<file path="config.mk">
export PLATFORM = sky130hd
export DESIGN_NAME = nvs_seq
export DESIGN_NICKNAME = d
export VERILOG_FILES = /design/src/rtl/nvs_pkg.sv /design/src/rtl/nvs_sync.sv /design/src/rtl/nvs_timer.sv /design/src/rtl/nvs_dirty.sv /design/src/rtl/nvs_seq.sv
export SDC_FILE = /design/constraint.sdc
export NUM_CORES = 1
export LEC_CHECK = 0
export ABC_AREA = 1
export BUFFER_PORTS_ARGS = -buffer_cell sky130_fd_sc_hd__buf_2
export CAP_MARGIN = 20
export CORE_UTILIZATION = 45
export DETAILED_ROUTE_END_ITERATION = 6
export SYNTH_ARGS = -nofsm -noshare
export SYNTH_HDL_FRONTEND = slang
export SYNTH_SLANG_ARGS = --single-unit
</file>
<file path="constraint.sdc">
create_clock -name clk -period 5.9 [get_ports clk]
set_input_delay 0.885 -clock clk [delete_from_list [all_inputs] [get_ports clk]]
set_output_delay 0.885 -clock clk [all_outputs]
set_load 0.005 [all_outputs]
</file>
<file path="src/rtl/nvs_pkg.sv">
package nvs_pkg;

  typedef enum logic [2:0] {
    ST_DOWN   = 3'd0,
    ST_RECALL = 3'd1,
    ST_IDLE   = 3'd2,
    ST_GRACE  = 3'd3,
    ST_PROBE  = 3'd4,
    ST_STORE  = 3'd5,
    ST_LOCK   = 3'd6
  } nvs_state_e;

  function automatic int nvs_max4(input int a, input int b, input int c, input int d);
    int m;
    m = a;
    if (b > m) m = b;
    if (c > m) m = c;
    if (d > m) m = d;
    return m;
  endfunction

endpackage

</file>
<file path="src/rtl/nvs_sync.sv">
module nvs_sync #(
  parameter int         W       = 2,
  parameter logic [W-1:0] RST_VAL = '1
) (
  input  logic         clk,
  input  logic         rst,
  input  logic [W-1:0] d_i,
  output logic [W-1:0] q_o
);

  for (genvar i = 0; i < W; i++) begin : g_bit
    logic meta_q;
    logic out_q;
    always_ff @(posedge clk) begin
      if (rst) begin
        meta_q <= RST_VAL[i];
        out_q  <= RST_VAL[i];
      end else begin
        meta_q <= d_i[i];
        out_q  <= meta_q;
      end
    end
    assign q_o[i] = out_q;
  end

endmodule

</file>
<file path="src/rtl/nvs_timer.sv">
module nvs_timer #(
  parameter int CW = 8
) (
  input  logic          clk,
  input  logic          rst,
  input  logic          load,
  input  logic [CW-1:0] load_val,
  output logic          done
);

  logic [CW-1:0] cnt_q;

  always_ff @(posedge clk) begin
    if (rst)                cnt_q <= '0;
    else if (load)          cnt_q <= load_val;
    else if (cnt_q != '0)   cnt_q <= cnt_q - 1'b1;
  end

  assign done = (cnt_q == '0);

endmodule

</file>
<file path="src/rtl/nvs_dirty.sv">
module nvs_dirty (
  input  logic clk,
  input  logic rst,
  input  logic set_i,
  input  logic clr_i,
  output logic dirty_o
);

  logic flag_q;

  always_ff @(posedge clk) begin
    if (rst)        flag_q <= 1'b0;
    else if (clr_i) flag_q <= 1'b0;
    else if (set_i) flag_q <= 1'b1;
  end

  assign dirty_o = flag_q;

endmodule

</file>
<file path="src/rtl/nvs_seq.sv">
module nvs_seq
  import nvs_pkg::*;
#(
  parameter int STORE_CYC  = 500000,
  parameter int RECALL_CYC = 27500,
  parameter int GRACE_CYC  = 50000,
  parameter int PROBE_CYC  = 4
) (
  input  logic clk,
  input  logic rst,
  input  logic supply_low_i,
  input  logic line_i,
  input  logic write_done_i,
  output logic busy_drive_o,
  output logic store_start_o,
  output logic recall_start_o,
  output logic inhibit_o,
  output logic wr_block_o,
  output logic ready_o
);

  localparam int MAXC = nvs_max4(STORE_CYC, RECALL_CYC, GRACE_CYC, PROBE_CYC);
  localparam int CW   = $clog2(MAXC + 1);

  // bit 1: supply low, bit 0: line level; both assumed idle-high / low-supply at reset
  logic [1:0] raw_in;
  logic [1:0] syn_q;
  logic       low_s;
  logic       line_s;

  assign raw_in = {supply_low_i, line_i};

  nvs_sync #(.W(2), .RST_VAL(2'b11)) u_sync (
    .clk (clk),
    .rst (rst),
    .d_i (raw_in),
    .q_o (syn_q)
  );

  assign low_s  = syn_q[1];
  assign line_s = syn_q[0];

  nvs_state_e    state_q, state_n;
  logic          t_done;
  logic          t_load;
  logic [CW-1:0] t_val;
  logic          dirty_q;
  logic          dirty_clr;

  nvs_timer #(.CW(CW)) u_timer (
    .clk      (clk),
    .rst      (rst),
    .load     (t_load),
    .load_val (t_val),
    .done     (t_done)
  );

  nvs_dirty u_dirty (
    .clk     (clk),
    .rst     (rst),
    .set_i   (write_done_i),
    .clr_i   (dirty_clr),
    .dirty_o (dirty_q)
  );

  // next-state decision
  always_comb begin
    state_n   = state_q;
    dirty_clr = 1'b0;
    unique case (state_q)
      ST_DOWN: begin
        if (!low_s) state_n = ST_RECALL;
      end
      ST_RECALL: begin
        if (low_s) begin
          state_n = ST_DOWN;
        end else if (t_done) begin
          state_n   = ST_IDLE;
          dirty_clr = 1'b1;
        end
      end
      ST_IDLE: begin
        if (low_s)        state_n = dirty_q ? ST_PROBE : ST_DOWN;
        else if (!line_s) state_n = ST_GRACE;
      end
      ST_GRACE: begin
        if (low_s)       state_n = dirty_q ? ST_PROBE : ST_DOWN;
        else if (t_done) state_n = dirty_q ? ST_STORE : ST_LOCK;
      end
      ST_PROBE: begin
        if (!line_s)     state_n = ST_STORE;
        else if (t_done) state_n = ST_DOWN;
      end
      ST_STORE: begin
        if (t_done) begin
          dirty_clr = 1'b1;
          state_n   = low_s ? ST_DOWN : ST_LOCK;
        end
      end
      ST_LOCK: begin
        if (low_s)       state_n = ST_DOWN;
        else if (line_s) state_n = ST_IDLE;
      end
      default: state_n = ST_DOWN;
    endcase
  end

  // window length loaded on entry to a timed state
  always_comb begin
    t_load = (state_n != state_q);
    unique case (state_n)
      ST_RECALL: t_val = CW'(RECALL_CYC - 1);
      ST_GRACE:  t_val = CW'(GRACE_CYC - 1);
      ST_PROBE:  t_val = CW'(PROBE_CYC - 1);
      ST_STORE:  t_val = CW'(STORE_CYC - 1);
      default:   t_val = '0;
    endcase
  end

  always_ff @(posedge clk) begin
    if (rst) begin
      state_q        <= ST_DOWN;
      busy_drive_o   <= 1'b0;
      store_start_o  <= 1'b0;
      recall_start_o <= 1'b0;
      inhibit_o      <= 1'b1;
      wr_block_o     <= 1'b1;
      ready_o        <= 1'b0;
    end else begin
      state_q        <= state_n;
      busy_drive_o   <= (state_n == ST_PROBE) || (state_n == ST_STORE);
      store_start_o  <= (state_n == ST_STORE)  && (state_q != ST_STORE);
      recall_start_o <= (state_n == ST_RECALL) && (state_q != ST_RECALL);
      inhibit_o      <= (state_n != ST_IDLE) && (state_n != ST_GRACE);
      wr_block_o     <= (state_n != ST_IDLE);
      ready_o        <= (state_n == ST_IDLE);
    end
  end

endmodule

</file>
==> impl_results.md, run 1 <==
- Outcome: finished clean
- Dominant cell type by area after synthesis: dfxtp_1
- Final clock skew: 0.00544 ns
- Pin count of the biggest net entering global routing: 21
- Final hold vios: 0
- Mean Syn Cell Area: between 7 and 8 sq um
- Post-synthesis simple-gate area fraction: 43.9%
- Crit path arrival time: 2.67 ns
- Remaining routing DRC violations: 0
- Tightest Pin Transition: roughly 0.38 ns
- Unique cell type count in the Yosys netlist: 35
- Crit Reg-Reg Startpoint: u_timer.cnt_q[0]$_SDFFE_PP0P_
- Hold WC Path Type: flip-flop to flip-flop
- Height of the chip: 68.3 microns
- Ports: 11
- Hpwl dp: 3.38 mm
- Crit Path Class: flip-flop to flip-flop
- Share of the synthesized area in the top cell type: between 30% and 40%
- Routed length per instance: approximately 13 microns
- Synth Register Bits: 33
- Die area: 0.00466 sq mm
- CTS root buffer: clkbuf_8
- # rows: 23
- Initial Util: 48.0%
- Worst Path Required: 6.08 ns
- Slew Limit Fails: 0
- Clk Latency, worst-skew pair: 0.29 ns
- Hold Startpoint: u_sync.g_bit[0].meta_q$_SDFF_PP1_
- Final wirelength: 4.46 mm
- Vias: 1716
- # resized after CTS: 0
- Buffers on Ports: 10
- Pwr dens: 513 mW/mm^2
- Ys async rst share: 0%
- Clock tree buffer depth: 2
- Vias in the first global route: 1582
- Seq/Total Area, Yosys: 33.4%
- Layout cells sized above 1: between 10% and 20%
- Final-report setup violation count: 0
- CP startpoint: u_timer.cnt_q[0]$_SDFFE_PP0P_
- CTS Sinks: 33
- Initial drt markers: 161
- Period utilization: a little over two fifths
- First-pass GRT wire length: 7.41 mm
- DRT antenna net count: 0
- Crit-path max FO: 14
- Layout net count: ~290
- Hold-fix buffers, CTS: 0
- Leading post-synthesis cells by instance count: nand2_1, nor2_1, dfxtp_1
- Top cells by area, synth: dfxtp_1, nand2_1, nor2_1
- Initial antenna violation count: 0
- Fin util: 52.3%
- Fmax: 401 MHz
- Drt pass-1 iters: 4
- Final setup TNS: 0 ns
- Core Region: 0.00412 sq mm
- ANT cells: 0
- Post-Synth Adder-Cell Area: less than 1%
- Syn Inst Count: 269
- Synth Warn #: 0
- Max-Cap Viols: 0
- Synth Area in XOR/XNOR: 7.09%
- Crit start category: flip-flop
- Setup Buffers After CTS: 0
- Cell with the most instances after synthesis: nand2_1
- Die width: 68.3 microns
- H-tree depth: 2
- Largest family of logic cells by synthesized area: simple AND/OR/NAND/NOR gates
- Peak VDD IR: roughly 0.2 mV
- Via density: 5.17
- Total grt overflow: 0
- Final Wtd Congestion: about 0.88
- Syn nets: about 280
- Pleak: 1.00 nW
- Crit end category: flip-flop
- TritonCTS buffer count: 5
- RSZ-0062 raised after global routing: false
- GRT Total Usage: 22.4%
- Clk slew on worst S/H paths: 0.06 ns
- Fin crit period: 2.49 ns
- CTS tree: done
- Post-Syn Area: 0.00198 sq mm
- Layout area overhead: 8.87%
- Top FF cell, synth: dfxtp_1
- Worst slew margin: 74.9%
- Post-synthesis compound-gate area fraction: 7.28%
- Mux contribution to synthesized area: 0%
- EDFF count, synth: 0
## worst max-delay path: stages (launching register included)
cell	delay (ns)
dfxtp_1	0.33
inv_1	0.11
ha_1	0.24
nand2_4	0.10
nor2_8	0.20
nand2_4	0.10
nor2_8	0.18
nand3_2	0.08
nand2_1	0.08
nand2_2	0.08
nand2_4	0.12
nand2_2	0.06
nand2_2	0.08
nand3_4	0.19
inv_2	0.17
nand2_4	0.10
nand2_4	0.11
nor2_1	0.06
## layer usage
metal | global-route usage (%) | wire [microns] | vias up | share of wire, %
met5 | 0 | 0 | - | 0
met4 | 10.4 | 76 | 0 | 1.7
met3 | 5.00 | 238 | 7 | 5.3
met2 | 32.2 | 1950 | 46 | 44
met1 | 31.3 | 2200 | 775 | 49
li1 | - | - | 888 | -
## where the power goes
group / switching (W) / internal (W) / leakage (nW)
combinational: 0.000362 / 0.000233 / 0.685
clock: 0.0000793 / 0.0000925 / 0.0443
sequential: 0.0000575 / 0.000278 / 0.270
## path summary, 6_finish.rpt
| check | endpoint | slack [ns] | depth (start not counted) |
|---|---|---|---|
| setup reg to reg | u_timer.cnt_q[2]$_SDFFE_PP0P_ | 3.41 | 17 |
| hold / removal | u_sync.g_bit[0].out_q$_SDFF_PP1_ | 0.41 | 1 |
| hold reg to reg | u_sync.g_bit[0].out_q$_SDFF_PP1_ | 0.41 | 1 |
| setup / recovery | u_timer.cnt_q[2]$_SDFFE_PP0P_ | 3.41 | 17 |
## stage by stage
stage / cells / setup WS (ns) / hold slack, ns / total power, W / cell area (sq um)
2_1_floorplan: 269 / 3.82 / 0.389 / 0.000834 / 1980
3_3_place_gp: 325 / 3.51 / 0.393 / 0.000942 / 2060
3_5_place_dp: 325 / 3.44 / 0.393 / 0.000934 / 2060
4_1_cts: 332 / 3.42 / 0.409 / 0.00111 / 2150
5_1_grt: 332 / 3.19 / 0.430 / 0.00119 / 2150
6_report: 332 / 3.41 / 0.409 / 0.00110 / 2150
## cell usage in the layout, fill, tap and decap left out, types with 2 or more instances in the layout
cell type  synthesis  routed
a21oi_1            7       7
a21oi_2            2       2
buf_2              0      10
clkbuf_8           0       6
dfxtp_1           33      33
inv_1             30      30
inv_2              3       3
nand2_1           47      47
nand2_2            5       5
nand2_4            5       5
nand3_1           18      18
nand3_2            2       2
nand3_4            2       2
nand4_1            9       9
nor2_1            44      44
nor2_2             5       5
nor2_4             3       3
nor2_8             2       2
nor3_1             6       6
nor4_1             4       4
o21ai_0            5       5
o21ai_2            3       3
or2_2              5       5
xnor2_1           11      11
xor2_1             5       5
## final cells by class
| class | count | area (sq um) |
|---|---|---|
| Clock buffer | 7 | 86.3 |
| Fill cell | 428 | 1960 |
| Inverter | 34 | 128 |
| Multi-Input combinational cell | 198 | 1160 |
| Sequential cell | 33 | 661 |
| Tap cell | 50 | 62.6 |
| Timing Repair Buffer | 10 | 50.0 |
## flip-flops by register name, summed over array words and instances, names as in the netlist
register	count
state_q	3
ready_o	1
busy_drive_o	1
u_sync.g_bit.meta_q	2
recall_start_o	1
u_sync.g_bit.out_q	2
wr_block_o	1
u_dirty.dirty_o	1
inhibit_o	1
store_start_o	1
u_timer.cnt_q	19
## logic make-up after synthesis
| kind of cell | Yosys count |
|---|---|
| fa+ha+maj | 1 |
| flops | 33 |
| buf+inv | 38 |
| compound gates | 21 |
| simple gates | 160 |
| xor+xnor | 16 |
(Power assumes the default switching activity.)
==> inputs of run 2 (changes only) <==
--- a/config.mk
+++ b/config.mk
@@ -5,7 +5,7 @@
 export SDC_FILE = /design/constraint.sdc
 export NUM_CORES = 1
 export LEC_CHECK = 0
-export ABC_AREA = 1
+export ABC_AREA = 0
 export BUFFER_PORTS_ARGS = -buffer_cell sky130_fd_sc_hd__buf_2
 export CAP_MARGIN = 20
 export CORE_UTILIZATION = 45
==> constraint.sdc (replaced) <==
create_clock -name clk -period 2.2 [get_ports clk]
set_input_delay 0.33 -clock clk [delete_from_list [all_inputs] [get_ports clk]]
set_output_delay 0.33 -clock clk [all_outputs]
set_load 0.005 [all_outputs]
==> run 2 against run 1 <==
The flow now finishes with violations (negative setup slack). Power increased to 3.4 times the previous value. Final area increased by 11%. Sequential cell count unchanged. Register-to-register slack got worse by 3.7 ns. Worst hold slack got worse by 0.19 ns. Final cell count decreased by 9.3%. Global-route usage increased by 2.8 points. Utilization increased by 17 points. Worst setup slack got worse by 3.7 ns. Highest routed layer unchanged.
==> impl_results.md, run 2 <==
- Initial antenna violation count: 0 (unchanged)
- Met3 wire len: 279 microns (+17%)
- Seq/Total Area, Yosys: 39.6% (+6.1 points)
- Clk Latency, worst-skew pair: 0.29 ns (about the same)
- Filler instances: 250 (-42%)
- Crit Reg-Reg Startpoint: u_timer.cnt_q[1]$_SDFFE_PP0P_
- Share of the synthesized area in the top cell type: 39.6% (+6.1 points)
- DRT antenna net count: 0 (unchanged)
- Met1 wire length: 2.00 mm (-8.8%)
- RSZ-0062 raised after global routing: true
- Initial Util: 48.5% (+0.48 points)
- Final-report setup violation count: 23 (+23)
- Crit Path Class: flip-flop to flip-flop
- Fin crit period: 2.52 ns (+0.0285 ns)
- Hold WC Path Type: input port to flip-flop
- Final hold vios: 0 (unchanged)
- Initial drt markers: 77 (-52%)
- Fin util: 69.3% (+17 points)
- Worst Path Required: 2.38 ns (-3.70 ns)
- Hpwl dp: 3.23 mm (-4.3%)
- DR top layer: met4
- Tightest Pin Transition: 0.462 ns (+0.0853 ns)
- Pin count of the biggest net entering global routing: 26 (+24%)
- ANT cells: 0 (unchanged)
- Fmax: 396 MHz (-1.1%)
- Height of the chip: 62.9 microns (-7.9%)
- Total grt overflow: 0 (unchanged)
- FF-to-FF path depth: 8 (-9)
- CTS root buffer: clkbuf_8
- Routed length per instance: 16.4 microns (+22%)
- Die width: 62.9 microns (-7.9%)
- Reg2reg end: wr_block_o$_SDFF_PP1_
- Post-Syn Area: 0.00167 sq mm (-16%)
- Synth Warn #: 0 (unchanged)
- Drt pass-1 iters: 4 (unchanged)
- Max-Cap Viols: 0 (unchanged)
- Crit path buf inv count: 1 (-1)
- Vias in the first global route: 1645 (+4.0%)
- Buffers on Ports: 10 (unchanged)
- Crit-path slowest cell: or4b_4
- Dominant cell type by area after synthesis: dfxtp_1
- Crit start category: flip-flop
- # rows: 21 (-8.7%)
- Largest family of logic cells by synthesized area: simple AND/OR/NAND/NOR gates
- Slew Limit Fails: 0 (unchanged)
- Ports: 11 (unchanged)
- Remaining routing DRC violations: 0 (unchanged)
- Crit end category: flip-flop
- Mux contribution to synthesized area: 1.87% (+1.9 points)
- Unique cell type count in the Yosys netlist: 43 (+23%)
- Sw Pwr: 0.00141 W (+180%)
- EDFF count, synth: 0 (unchanged)
- Core Region: 0.00344 sq mm (-16%)
- Leading post-synthesis cells by instance count: dfxtp_1, nor2_1, nand2_1
- Crit-path cells: inv_2 -> ha_4 -> or4b_4 -> or3_4 -> nor3b_4 -> o211ai_2 -> or3b_4 -> or2_1
- Hold-fix buffers, CTS: 0 (unchanged)
- Final Wtd Congestion: 0.956 (+8.4%)
- Syn Inst Count: 196 (-27%)
- Post-synthesis compound-gate area fraction: 16.8% (+9.5 points)
- Cell area after layout: 0.00239 sq mm (+11%)
- Outcome: finished, violations left
- Seq pwr share: 23.2% (-7.2 points)
- CP peak stage delay: 0.45 ns (+0.12 ns)
- Cell with the most instances after synthesis: dfxtp_1
- CP Depth: 8 (-9)
- Pwr dens: 1560 mW/mm^2 (+200%)
- First-pass GRT wire length: 7.71 mm (+4.1%)
- Failing checks: negative setup slack
- Biggest regs: u_timer.cnt_q (19), state_q (3)
- Peak VDD IR: 0.763 mV (+290%)
- Vias: 1766 (+2.9%)
- Period utilization: 115% (+72 points)
- Top FF cell, synth: dfxtp_1
- Ys async rst share: 0% (unchanged)
- CP startpoint: u_timer.cnt_q[1]$_SDFFE_PP0P_
- Worst slew margin: 69.2% (-5.7 points)
- Synth Register Bits: 33 (unchanged)
- Layout cells sized above 1: 41.2% (+21 points)
- GRT Total Usage: 25.2% (+2.8 points)
- Flop2flop setup slack: -0.32 ns (-3.73 ns)
- Layout net count: 260 (-9.7%)
- TritonCTS buffer count: 5 (unchanged)
- Die area: 0.00396 sq mm (-15%)
- CTS tree: done
- Clock tree buffer depth: 2 (unchanged)
- Sw frac: 38.0% (-7.3 points)
- Post-synthesis simple-gate area fraction: 29.2% (-15 points)
- CP Capture Point: wr_block_o$_SDFF_PP1_
- Commonest non-fill, non-tap cells in the layout: buf_4, dfxtp_1, nor2_1, nand2_1
- Syn nets: 202 (-27%)
- H-tree depth: 2 (unchanged)
- Via density: 5.87 (+14%)
- Clock power frac: 15.6% (about the same)
- Crit path arrival time: 2.71 ns (+0.04 ns)
- Final wirelength: 4.94 mm (+11%)
- Post-Synth Adder-Cell Area: 0.750% (+0.12 points)
- Layout area overhead: 43.0%
- Synth Area in XOR/XNOR: 8.92% (+1.8 points)
- Logic pwr share: 61.2% (+7.2 points)
- Final worst setup slack: -0.323 ns (-3.73 ns)
- Fin cells: 301 (-9.3%)
- Placed Cells: 284 (-13%)
- Leading cell type in the layout, fill and taps excluded: buf_4
- Most flop-heavy register: u_timer.cnt_q
- Top cells by area, synth: dfxtp_1, xnor2_1, nor2_1
- Worst hold margin: 0.215 ns (-0.193 ns)
- Pint: 0.00231 W (+280%)
- Crit-path max FO: 4 (-10)
- CTS Sinks: 33 (unchanged)
- Mean Syn Cell Area: 8.52 sq um (+16%)
- Clk slew on worst S/H paths: 0.08 ns (+0.02 ns)
- Met2 Wirelength: 2.45 mm (+26%)
- Top delay family on crit path: simple AND/OR/NAND/NOR gates
- Placed Area: 0.00207 sq mm (+0.18%)
- Pleak: 0.991 nW (-0.92%)
- Largest register FFs: 19 (unchanged)
- Final clock skew: 0.00747 ns (+0.00203 ns)
-- run 2: power groups by stage --
stage	logic [W]	clock network, W	registers (W)
after global placement	0.00183	0	0.000857
after global routing	0.00245	0.000611	0.000876
after floorplan	0.00107	0	0.000894
final	0.00228	0.000581	0.000862
after CTS	0.00206	0.000586	0.000854
after detailed placement	0.00187	0	0.000862
-- run 2: final cells by class --
type / count / area [sq um] / share of cell area [%]
multi-input cells: 150 / 1090 / 45.9
clock buffers: 5 / 68.8 / 2.88
clock inverters: 3 / 46.3 / 1.94
well taps: 46 / 57.6 / 2.41
flip-flops and latches: 33 / 663 / 27.8
repair buffers: 60 / 440 / 18.5
inverters: 4 / 15.0 / 0.629
-- run 2: kinds of logic after synthesis --
logic type / after synthesis
and+or+nand+nor: 87
AOI/OAI and AO/OA: 42
DFF: 33
xor gates and xnor gates: 17
buffers and inverters: 13
muxes: 3
adders and majority gates: 1
-- run 2: per-stage QoR --
stage / TNS (ns) / total power (W) / worst slack, ns
6_report: -4.01 / 0.00372 / -0.323
5_1_grt: -6.59 / 0.00393 / -0.398
4_1_cts: -3.27 / 0.00350 / -0.296
3_5_place_dp: -4.64 / 0.00273 / -0.319
3_3_place_gp: -3.31 / 0.00269 / -0.253
2_1_floorplan: -2.93 / 0.00196 / -0.371
-- run 2: how the worst min path moves through the flow --
stage                                       from                                end  cells past startpoint
6_report                            supply_low_i  u_sync.g_bit[1].meta_q$_SDFF_PP1_                      2
3_3_place_gp   u_sync.g_bit[1].meta_q$_SDFF_PP1_   u_sync.g_bit[1].out_q$_SDFF_PP1_                      1
4_1_cts                             supply_low_i  u_sync.g_bit[1].meta_q$_SDFF_PP1_                      2
5_1_grt                                   line_i  u_sync.g_bit[0].meta_q$_SDFF_PP1_                      2
3_5_place_dp   u_sync.g_bit[1].meta_q$_SDFF_PP1_   u_sync.g_bit[1].out_q$_SDFF_PP1_                      1
2_1_floorplan  u_sync.g_bit[0].meta_q$_SDFF_PP1_   u_sync.g_bit[0].out_q$_SDFF_PP1_                      1
-- run 2: timing repair --
item                                    in CTS  in global routing
resized for setup                           20                 13
pin swaps                                   12                  8
setup buffers                                5                  4
endpoints found under the setup margin      27                 27
-- run 2: layer usage --
layer	vias to the layer above	global-route usage, %
li1	819	-
met1	843	30.0
met2	78	41.9
met3	26	4.93
met4	0	14.2
met5	-	0
